==> config.mk <==
export PLATFORM = sky130hd
export DESIGN_NAME = rtc_alarm_match
export DESIGN_NICKNAME = d
export VERILOG_FILES = /design/src/rtl/rtc_alarm_pkg.sv /design/src/rtl/alarm_field_cmp.sv /design/src/rtl/alarm_flag_fsm.sv /design/src/rtl/rtc_alarm_match.sv
export SDC_FILE = /design/constraint.sdc
export NUM_CORES = 1
export LEC_CHECK = 0
export BUFFER_PORTS_ARGS = -buffer_cell sky130_fd_sc_hd__buf_2
export CAP_MARGIN = 20
export CORE_MARGIN = 5
export CORE_UTILIZATION = 25
export CTS_CLUSTER_DIAMETER = 120
export DETAILED_ROUTE_END_ITERATION = 7
export MAX_ROUTING_LAYER = met4
export PLACE_DENSITY = 0.81
export SLEW_MARGIN = 0
export SYNTH_ARGS = -nofsm -noshare
export SYNTH_HDL_FRONTEND = slang
export SYNTH_SLANG_ARGS = --single-unit
export TNS_END_PERCENT = 5
==> constraint.sdc <==
create_clock -name clk -period 0.9 [get_ports clk]
set_input_delay 0.18 -clock clk [delete_from_list [all_inputs] [get_ports clk]]
set_output_delay 0.18 -clock clk [all_outputs]
set_load 0.02 [all_outputs]
==> src/rtl/rtc_alarm_pkg.sv <==
package rtc_alarm_pkg;

    // Width of one alarm setting: BCD value plus an exclude bit on top.
    localparam int unsigned ALM_W    = 8;
    localparam int unsigned BCD_W    = ALM_W - 1;
    localparam int unsigned N_FIELDS = 4;

    // Field order inside the packed vectors: 0 sec, 1 min, 2 hour, 3 mday.
    typedef enum logic [1:0] {
        FLD_SEC  = 2'd0,
        FLD_MIN  = 2'd1,
        FLD_HOUR = 2'd2,
        FLD_MDAY = 2'd3
    } field_e;

    typedef enum logic [0:0] {
        FLAG_IDLE   = 1'b0,
        FLAG_RAISED = 1'b1
    } flag_state_e;

endpackage

==> src/rtl/alarm_field_cmp.sv <==
module alarm_field_cmp #(
    parameter int unsigned ALM_W = 8
) (
    input  logic             clk,
    input  logic             rst_n,
    input  logic [ALM_W-2:0] cur_i,
    input  logic [ALM_W-1:0] alm_i,
    output logic             hit_o
);
    localparam int unsigned BCD_W = ALM_W - 1;

    logic             excl;
    logic [BCD_W-1:0] want;

    assign excl = alm_i[ALM_W-1];
    assign want = alm_i[BCD_W-1:0];

    always_comb begin
        if (excl) begin
            hit_o = 1'b1;
        end else begin
            hit_o = (cur_i == want);
        end
    end

    // an excluded field never blocks the compare
    p_excl_passes_r1: assert property (@(posedge clk) disable iff (!rst_n)
        alm_i[ALM_W-1] |-> hit_o);

    // an included field only agrees on an exact value
    p_included_exact_r2: assert property (@(posedge clk) disable iff (!rst_n)
        (!alm_i[ALM_W-1] && hit_o) |-> (cur_i == alm_i[BCD_W-1:0]));

endmodule

==> src/rtl/alarm_flag_fsm.sv <==
module alarm_flag_fsm
    import rtc_alarm_pkg::*;
(
    input  logic clk,
    input  logic rst_n,
    input  logic tick_i,
    input  logic all_hit_i,
    input  logic rd_i,
    input  logic irq_en_i,
    output logic flag_o,
    output logic irq_o
);
    flag_state_e state_q, state_d;
    logic        hit_ev;

    assign hit_ev = tick_i & all_hit_i;

    // Next-state logic: hit, acknowledge, wait, keep
    always_comb begin
        state_d = state_q;
        unique case (state_q)
            FLAG_IDLE: begin
                if (hit_ev) begin
                    state_d = FLAG_RAISED;
                end
            end
            FLAG_RAISED: begin
                if (rd_i && !hit_ev) begin
                    state_d = FLAG_IDLE;
                end
            end
            default: state_d = FLAG_IDLE;
        endcase
    end

    // State register
    always_ff @(posedge clk or negedge rst_n) begin
        if (!rst_n) begin
            state_q <= FLAG_IDLE;
        end else begin
            state_q <= state_d;
        end
    end

    // Outputs
    always_comb begin
        flag_o = (state_q == FLAG_RAISED);
        irq_o  = flag_o & irq_en_i;
    end

    // a hit raises the flag on the next edge
    p_hit_sets_r3: assert property (@(posedge clk) disable iff (!rst_n)
        (tick_i && all_hit_i) |=> flag_o);

    // the flag never rises without an update strobe
    p_no_set_without_tick_r3: assert property (@(posedge clk) disable iff (!rst_n)
        $rose(flag_o) |-> $past(tick_i));

    // a read with no hit clears the flag
    p_read_clears_r5: assert property (@(posedge clk) disable iff (!rst_n)
        (rd_i && !(tick_i && all_hit_i)) |=> !flag_o);

    // with neither strobe active, the flag holds
    p_flag_holds_r7: assert property (@(posedge clk) disable iff (!rst_n)
        (!tick_i && !rd_i) |=> $stable(flag_o));

    // the interrupt needs both flag and enable
    p_irq_needs_flag_r4: assert property (@(posedge clk) disable iff (!rst_n)
        irq_o |-> (flag_o && irq_en_i));

endmodule

==> src/rtl/rtc_alarm_match.sv <==
module rtc_alarm_match
    import rtc_alarm_pkg::*;
(
    input  logic             clk,
    input  logic             rst_n,
    input  logic [BCD_W-1:0] cur_sec_i,
    input  logic [BCD_W-1:0] cur_min_i,
    input  logic [BCD_W-1:0] cur_hour_i,
    input  logic [BCD_W-1:0] cur_mday_i,
    input  logic [ALM_W-1:0] alm_sec_i,
    input  logic [ALM_W-1:0] alm_min_i,
    input  logic [ALM_W-1:0] alm_hour_i,
    input  logic [ALM_W-1:0] alm_mday_i,
    input  logic             tick_i,
    input  logic             irq_en_i,
    input  logic             flag_rd_i,
    output logic             alarm_flag_o,
    output logic             irq_o
);
    logic [N_FIELDS-1:0][BCD_W-1:0] cur_vec;
    logic [N_FIELDS-1:0][ALM_W-1:0] alm_vec;
    logic [N_FIELDS-1:0]            hit_vec;
    logic                           all_hit;

    assign cur_vec[FLD_SEC]  = cur_sec_i;
    assign cur_vec[FLD_MIN]  = cur_min_i;
    assign cur_vec[FLD_HOUR] = cur_hour_i;
    assign cur_vec[FLD_MDAY] = cur_mday_i;
    assign alm_vec[FLD_SEC]  = alm_sec_i;
    assign alm_vec[FLD_MIN]  = alm_min_i;
    assign alm_vec[FLD_HOUR] = alm_hour_i;
    assign alm_vec[FLD_MDAY] = alm_mday_i;

    for (genvar g = 0; g < N_FIELDS; g++) begin : g_field
        alarm_field_cmp #(.ALM_W(ALM_W)) u_cmp (
            .clk   (clk),
            .rst_n (rst_n),
            .cur_i (cur_vec[g]),
            .alm_i (alm_vec[g]),
            .hit_o (hit_vec[g])
        );
    end

    assign all_hit = &hit_vec;

    alarm_flag_fsm u_fsm (
        .clk       (clk),
        .rst_n     (rst_n),
        .tick_i    (tick_i),
        .all_hit_i (all_hit),
        .rd_i      (flag_rd_i),
        .irq_en_i  (irq_en_i),
        .flag_o    (alarm_flag_o),
        .irq_o     (irq_o)
    );

    // a hit that coincides with a read leaves the flag set
    p_hit_beats_read_r6: assert property (@(posedge clk) disable iff (!rst_n)
        (tick_i && flag_rd_i && all_hit) |=> alarm_flag_o);

    // with the enable low, the interrupt stays low
    p_irq_off_r4: assert property (@(posedge clk) disable iff (!rst_n)
        !irq_en_i |-> !irq_o);

endmodule

After elaboration in Yosys (flattened, before gate mapping)
Index checks and enable logic that the tools add are counted.

cells by class
  multiplexer cells = 7
  equal/unequal tests = 4
  shift-type cells = 0
  multiply operators = 0
  reductions and logical operators = 3
  bitwise operators = 3
  divide/modulo/power cells = 0
  $add $sub $neg = 0
  $lt $le $gt $ge = 0

operators with widths
  operator                            count
  equality test 7 bit                 4
  two-way mux 1 bit                   6
  AND reduction 4 bit                 1
  AND 1 bit                           2
  one-hot mux 1 bit (2 select lines)  1
  logical AND 1 bit                   1
  zero test 1 bit                     1
  inverter 1 bit                      1

storage, ports and cells
  word-level logic and storage cells = 18
  bits in latches = 0
  flip-flop bits (word level) = 1
  output and inout port bits = 2
  ROM bits = 0
  RAM bits = 0
  memories = 0

Logic depth before layout (Yosys ltp)
Gate-level depths: netlist of the first run.

  depth in word-level cells = 8
  mapped depth = 4
  mapped depth without buffers = 4

Hierarchy
Synthesis of the first run repeated with hierarchy kept, for this count alone.

second synthesis, totals
  cell total of the unflattened synthesis = 42
  area, all modules = 367.9 sq um

by module, submodules not included
  module           seq. area each (sq um)  cells an instance  area an instance (sq um)  times used
  alarm_field_cmp  0.0                     9                  77.6                      4
  alarm_flag_fsm   25.0                    5                  48.8                      1
  rtc_alarm_match  0.0                     1                  8.8                       1

Worst setup path before layout of the first run
OpenSTA, ideal clock, no wires.

  kind = input to register
  from = input port alm_sec_i[2]
  to = register u_fsm.state_q, in the netlist u_fsm.flag_o
  data arrival time = 1.019 ns
  data required time = 0.797 ns
  setup slack = -0.223 ns
  stages = 4
  cells stage by stage = xor2_1 nor4_2 a41oi_1 o41ai_2

on the way
  longest elaborated chain between the ends = 8
  elaborated cells between the ends (all ways) = 9
  those cells by class = eq/ne (1); mux (4); bitwise (1); reduce/logical (3)

RTL lines
  item                                    line                   RTL
  start, declared                         rtc_alarm_match.sv:10  input logic [ALM_W-1:0] alm_sec_i,
  equality test 7 bit (*)                 alarm_field_cmp.sv:22  hit_o = (cur_i == want);
  two-way mux 1 bit (*)                   alarm_field_cmp.sv:19  if (excl) begin
  AND reduction 4 bit (*)                 rtc_alarm_match.sv:44  assign all_hit = &hit_vec;
  AND 1 bit (*)                           alarm_flag_fsm.sv:16   assign hit_ev = tick_i & all_hit_i;
  zero test 1 bit                         alarm_flag_fsm.sv:28   if (rd_i && !hit_ev) begin
  logical AND 1 bit                       alarm_flag_fsm.sv:28
  two-way mux 1 bit                       alarm_flag_fsm.sv:28
  one-hot mux 1 bit (2 select lines) (*)  alarm_flag_fsm.sv:21   unique case (state_q)
  named net u_fsm.state_d                 alarm_flag_fsm.sv:13   flag_state_e state_q, state_d;
  end signal, assigned                    alarm_flag_fsm.sv:41   state_q <= state_d;
  end, declared                           alarm_flag_fsm.sv:13

The timed path passes the listed nets; every way through them passes the cells marked *.

Worst setup path in the final report of the first run
Same ends and word-level chain as after synthesis.

==> impl_metrics.yaml, run 1 <==
synth:
  synthXorXnorAreaFrac_pct: 65.8
  syn_inst: 41
  ys_seq_area_share_pct: 6.71
  ys_seq_elements: 1
  synthAdderAreaFrac_pct: 0
  ys_types: 11
  synth_top_family_by_area: "XOR/XNOR gates"
  synthesis.area_um2: 373
  synth-compound-area-share_pct: 13.4
  synth_mux_area_share_pct: 0
  yosysWarnings: 0
  yosys.area_share.simple_pct: 14.1
  synth_fp_nets: 106
  postSynthAreaPerCell_um2: 9.09
grt:
  grt_overflow: 0
  grt_max_degree: 4
  antenna_found_initial: 0
  grt_first_pass_wirelength_mm: 2.28
  grt_use_total_pct: 11.1
  grt_pass1_vias: 593
floorplanning:
  dieArea_um2: 2360
  die_h_um: 48.6
  start_util_pct: 25.6
  core-area_um2: 1450
  ios: 67
  row_count: 14
  chipWidth_um: 48.6
final_layout:
  final_cells: 124
  syn_to_final_growth_pct: 98.3
  fill_cells: 156
  drive_above_1_share_pct: 63.0
  diodes: 0
  mostFrequentLayoutCells: "65 x buf_2, 16 x xor2_1, 12 x xnor2_1"
  final_area_um2: 739
  largest_reg_flops: 1
  nets: 175
  mostFrequentLayoutCell: "buf_2"
detailed_routing:
  vias: 540
  wl_per_cell_um: 10.8
  wl_mm: 1.33
  first_pass_iters: 1
  drt-vias-per-instance: 4.35
  ant_nets: 0
  drc: 0
  drt_iter0_markers: 0
sta:
  max-slew-margin-rel_pct: 83.4
  grt_setup_unrepaired: "yes"
  finalHoldViolations: 0
  worst_slack_ns: -0.393
  tightest_slew_ns: 0.246
  period_share_pct: 144
  fin_crit_ns: 1.29
  skew_ns: 0
  fmax_mhz: 774
  slew_viol_final: 0
  setup_viol: 1
place:
  dpl.hpwl_mm: 1.27
  gp_congestion: 0.611
  place_area_um2: 723
  dp.cells: 123
  portBuffers: 66
critical_path:
  worstSetupEndpointType: "register"
  path_delay_family: "compound AO/OA/AOI/OAI gates"
  crit_slowest_cell: "o41ai_2"
  worstPathCellList: "buf_2 > xor2_1 > nor4_2 > a41oi_1 > o41ai_2"
  cpPeakStageDelay_ns: 0.33
  crit_buf_inv: 1
  cp_max_fo: 1
  start_kind: "input port"
  cp.required_ns: 0.79
  arrival_ns: 1.18
  crit_type: "input port to register"
pwr:
  power.leakage_nw: 0.399
  p_per_area_nw_per_um2: 458
  vdd.ir_drop.worst_mv: 0.205
run_status:
  violations: "negative setup slack"
  status: "complete, but fails checks"
worst_hold_path:
  min_path_type: "input port to register"
clock_network:
  cts_setup_buffers: 0
  clk_pin_slew_worst_paths_ns: 0
  clock_latency_ns: 0
flow_run:
  maxCapViolCount: 0
final cells by class:
| class | count | area [um^2] | area share, % |
|---|---|---|---|
| multi-input combinational | 40 | 348 | 47.0 |
| timing repair buffer | 67 | 347 | 46.9 |
| sequential | 1 | 25.0 | 3.38 |
| tap | 16 | 20.0 | 2.71 |
cells in the mapped netlist, drive strengths merged:
library cell,n,share of area [%]
xor2,16,38
xnor2,12,28
nor4,4,8.4
a41oi,3,7.0
a22oi,1,2.0
and2,1,1.7
and4,1,2.3
dfrtp,1,6.7
nand2b,1,1.7
o41ai,1,4.4
power by group:
| group | total (mW) | internal, mW | switching (mW) |
|---|---|---|---|
| Sequential | 0.0489 | 0.0476 | 0.00135 |
| Clock | 0 | 0 | 0 |
| Combinational | 0.289 | 0.182 | 0.107 |
cell families (layout without fill, tap and decap cells):
kind of cell / count (synthesis) / in the layout
xor gates and xnor gates: 28 / 28
and+or+nand+nor: 7 / 7
buffers and inverters: 0 / 67
DFF: 1 / 1
AOI/OAI and AO/OA: 5 / 5
worst paths after layout:
| kind | cells past startpoint | start | end | slack [ns] |
|---|---|---|---|---|
| setup / recovery | 5 | alm_sec_i[2] | u_fsm.flag_o | -0.39 |
| hold reg to reg | 2 | u_fsm.flag_o | u_fsm.flag_o | 0.52 |
| max in group asynchronous | 2 | rst_n | u_fsm.flag_o | 0.31 |
| setup reg to reg | 2 | u_fsm.flag_o | u_fsm.flag_o | 0.23 |
| hold / removal | 3 | flag_rd_i | u_fsm.flag_o | 0.47 |
| min in group asynchronous | 2 | rst_n | u_fsm.flag_o | 0.50 |
metal layers:
| metal | track usage [%] | wire length, um |
|---|---|---|
| met1 | 13.3 | 477 |
| met4 | 0.897 | 0 |
| met3 | 1.53 | 128 |
| met5 | - | 0 |
| met2 | 20.4 | 727 |
tightest hold or removal path, cell delays in order:
cell      delay (ns)
buf_2           0.07
nand2b_1        0.11
o41ai_2         0.06
repair_timing:
item                                    in CTS  in global routing
resized for setup                            1                  0
endpoints found under the setup margin       1                  1
endpoints found under the hold margin        1                  0
pin swaps                                    6                  2
hold buffers                                 1                  0
metrics by stage:
stage / util, % / setup TNS, ns / worst slack, ns / hold slack, ns / power, mW
2_1_floorplan: - / -0.209 / -0.209 / -0.116 / 0.167
3_3_place_gp: 49.7 / -0.426 / -0.426 / -0.0374 / 0.329
3_5_place_dp: 49.7 / -0.416 / -0.416 / -0.0419 / 0.335
4_1_cts: 50.9 / -0.415 / -0.415 / 0.475 / 0.344
5_1_grt: 50.9 / -0.491 / -0.491 / 0.511 / 0.371
6_report: 50.9 / -0.393 / -0.393 / 0.474 / 0.338
(Power assumes the default switching activity.)
==> inputs of run 2 (changes only) <==
--- a/config.mk
+++ b/config.mk
@@ -12,7 +12,7 @@
 export CTS_CLUSTER_DIAMETER = 120
 export DETAILED_ROUTE_END_ITERATION = 7
 export MAX_ROUTING_LAYER = met4
-export PLACE_DENSITY = 0.81
+export PLACE_DENSITY = 0.77
 export SLEW_MARGIN = 0
 export SYNTH_ARGS = -nofsm -noshare
 export SYNTH_HDL_FRONTEND = slang
==> impl_metrics.yaml, run 2 (synthesis gave the netlist of run 1 again) <==
run_status:
  status: "complete, but fails checks"
  violations: "negative setup slack"
pwr:
  p_per_area_nw_per_um2: 462
  power.leakage_nw: 0.413
  vdd.ir_drop.worst_mv: 0.293
final_layout:
  fin_util_pct: 54.0
  drive_above_1_share_pct: 65.1
  mostFrequentLayoutCell: "buf_2"
  largest_reg_flops: 1
  diodes: 0
  seqCellArea_um2: 25.0
  mostFrequentLayoutCells: "61 x buf_2, 16 x xor2_1, 12 x xnor2_1"
  final_area_um2: 786
  multi_input_area_um2: 362
  fill_cells: 147
  nets: 176
  syn_to_final_growth_pct: 111
sta:
  grt_setup_unrepaired: "yes"
  setup_viol: 1
  fmax_mhz: 774
  tightest_slew_ns: 0.243
  slew_viol_final: 0
  worst_slack_ns: -0.392
  period_share_pct: 144
  max-slew-margin-rel_pct: 83.7
  skew_ns: 0
  finalHoldViolations: 0
  fin_crit_ns: 1.29
grt:
  grt_pass1_vias: 554
  antenna_found_initial: 0
  grt_use_total_pct: 10.2
  use_met1_pct: 10.9
  met2_usage_pct: 20.2
  grt_first_pass_wirelength_mm: 2.08
  grtUsageMet3_pct: 2.15
  grt_overflow: 0
  top_usage_layer: "met2"
  grt_max_degree: 4
place:
  portBuffers: 66
  dpl.hpwl_mm: 1.30
  gp_congestion: 0.665
  place_area_um2: 731
floorplanning:
  row_count: 14
  die_h_um: 48.6
  core-area_um2: 1450
  dieArea_um2: 2360
  ios: 67
  chipWidth_um: 48.6
  start_util_pct: 25.6
detailed_routing:
  wl_mm: 1.36
  ant_nets: 0
  first_pass_iters: 1
  drt_iter0_markers: 0
  drc: 0
  drt-vias-per-instance: 4.43
  wl_per_cell_um: 10.9
  vias: 554
flow_run:
  maxCapViolCount: 0
clock_network:
  clk_pin_slew_worst_paths_ns: 0
  cts_setup_buffers: 0
  clock_latency_ns: 0
critical_path:
  start_kind: "input port"
  cp.required_ns: 0.79
  arrival_ns: 1.18
  cp_max_fo: 1
  worstSetupEndpointType: "register"
  crit_type: "input port to register"
worst_hold_path:
  min_path_type: "input port to register"
run 2: cell count changes in the layout (fill, tap and decap cells not counted), sizes merged:
cell,previous run,this run
buf,66,67
run 2: per-stage QoR:
stage                     std cells  setup WS (ns)  hold slack (ns)  power [mW]  setup TNS [ns]
after global placement          124         -0.454          -0.0402       0.331          -0.454
after global routing            125         -0.487            0.485       0.394          -0.487
after CTS                       125         -0.421            0.465       0.351          -0.421
after detailed placement        124         -0.448          -0.0375       0.340          -0.448
final                           125         -0.392            0.456       0.363          -0.392
after floorplan                  41         -0.209           -0.116       0.167          -0.209
run 2: cell type report:
cell class / instances / area share (%)
multi-input combinational: 40 / 46.0
sequential: 1 / 3.18
timing repair buffer: 68 / 48.2
tap: 16 / 2.55
run 2: final timing paths:
kind                               from      endpoint  slack [ns]  cells past startpoint
setup / recovery           alm_sec_i[5]  u_fsm.flag_o       -0.39                      5
hold / removal                flag_rd_i  u_fsm.flag_o        0.46                      3
setup reg to reg           u_fsm.flag_o  u_fsm.flag_o        0.25                      2
hold reg to reg            u_fsm.flag_o  u_fsm.flag_o        0.50                      2
max in group asynchronous         rst_n  u_fsm.flag_o        0.31                      2
min in group asynchronous         rst_n  u_fsm.flag_o        0.50                      2
run 2: layer usage:
layer	share of wire [%]	up-vias
met2	57	31
met5	0	-
li1	-	283
met4	0	0
met1	33	240
met3	11	0
run 2: what timing repair did:
action / CTS / global route
hold endpoints to repair: 1 / 0
pin swaps: 9 / 7
hold buffers: 1 / 0
gates resized for setup: 2 / 5
setup endpoints to repair: 1 / 1
run 2: critical path: stages:
cell and delay (ns):
buf_2 0.10, xor2_1 0.14, nor4_2 0.27, a41oi_1 0.16, o41ai_2 0.32
run 2: power by group:
group	switching (mW)	total (mW)	internal, mW	leakage (nW)
Combinational	0.117	0.314	0.197	0.400
Clock	0	0	0	0
Sequential	0.00135	0.0489	0.0476	0.0137
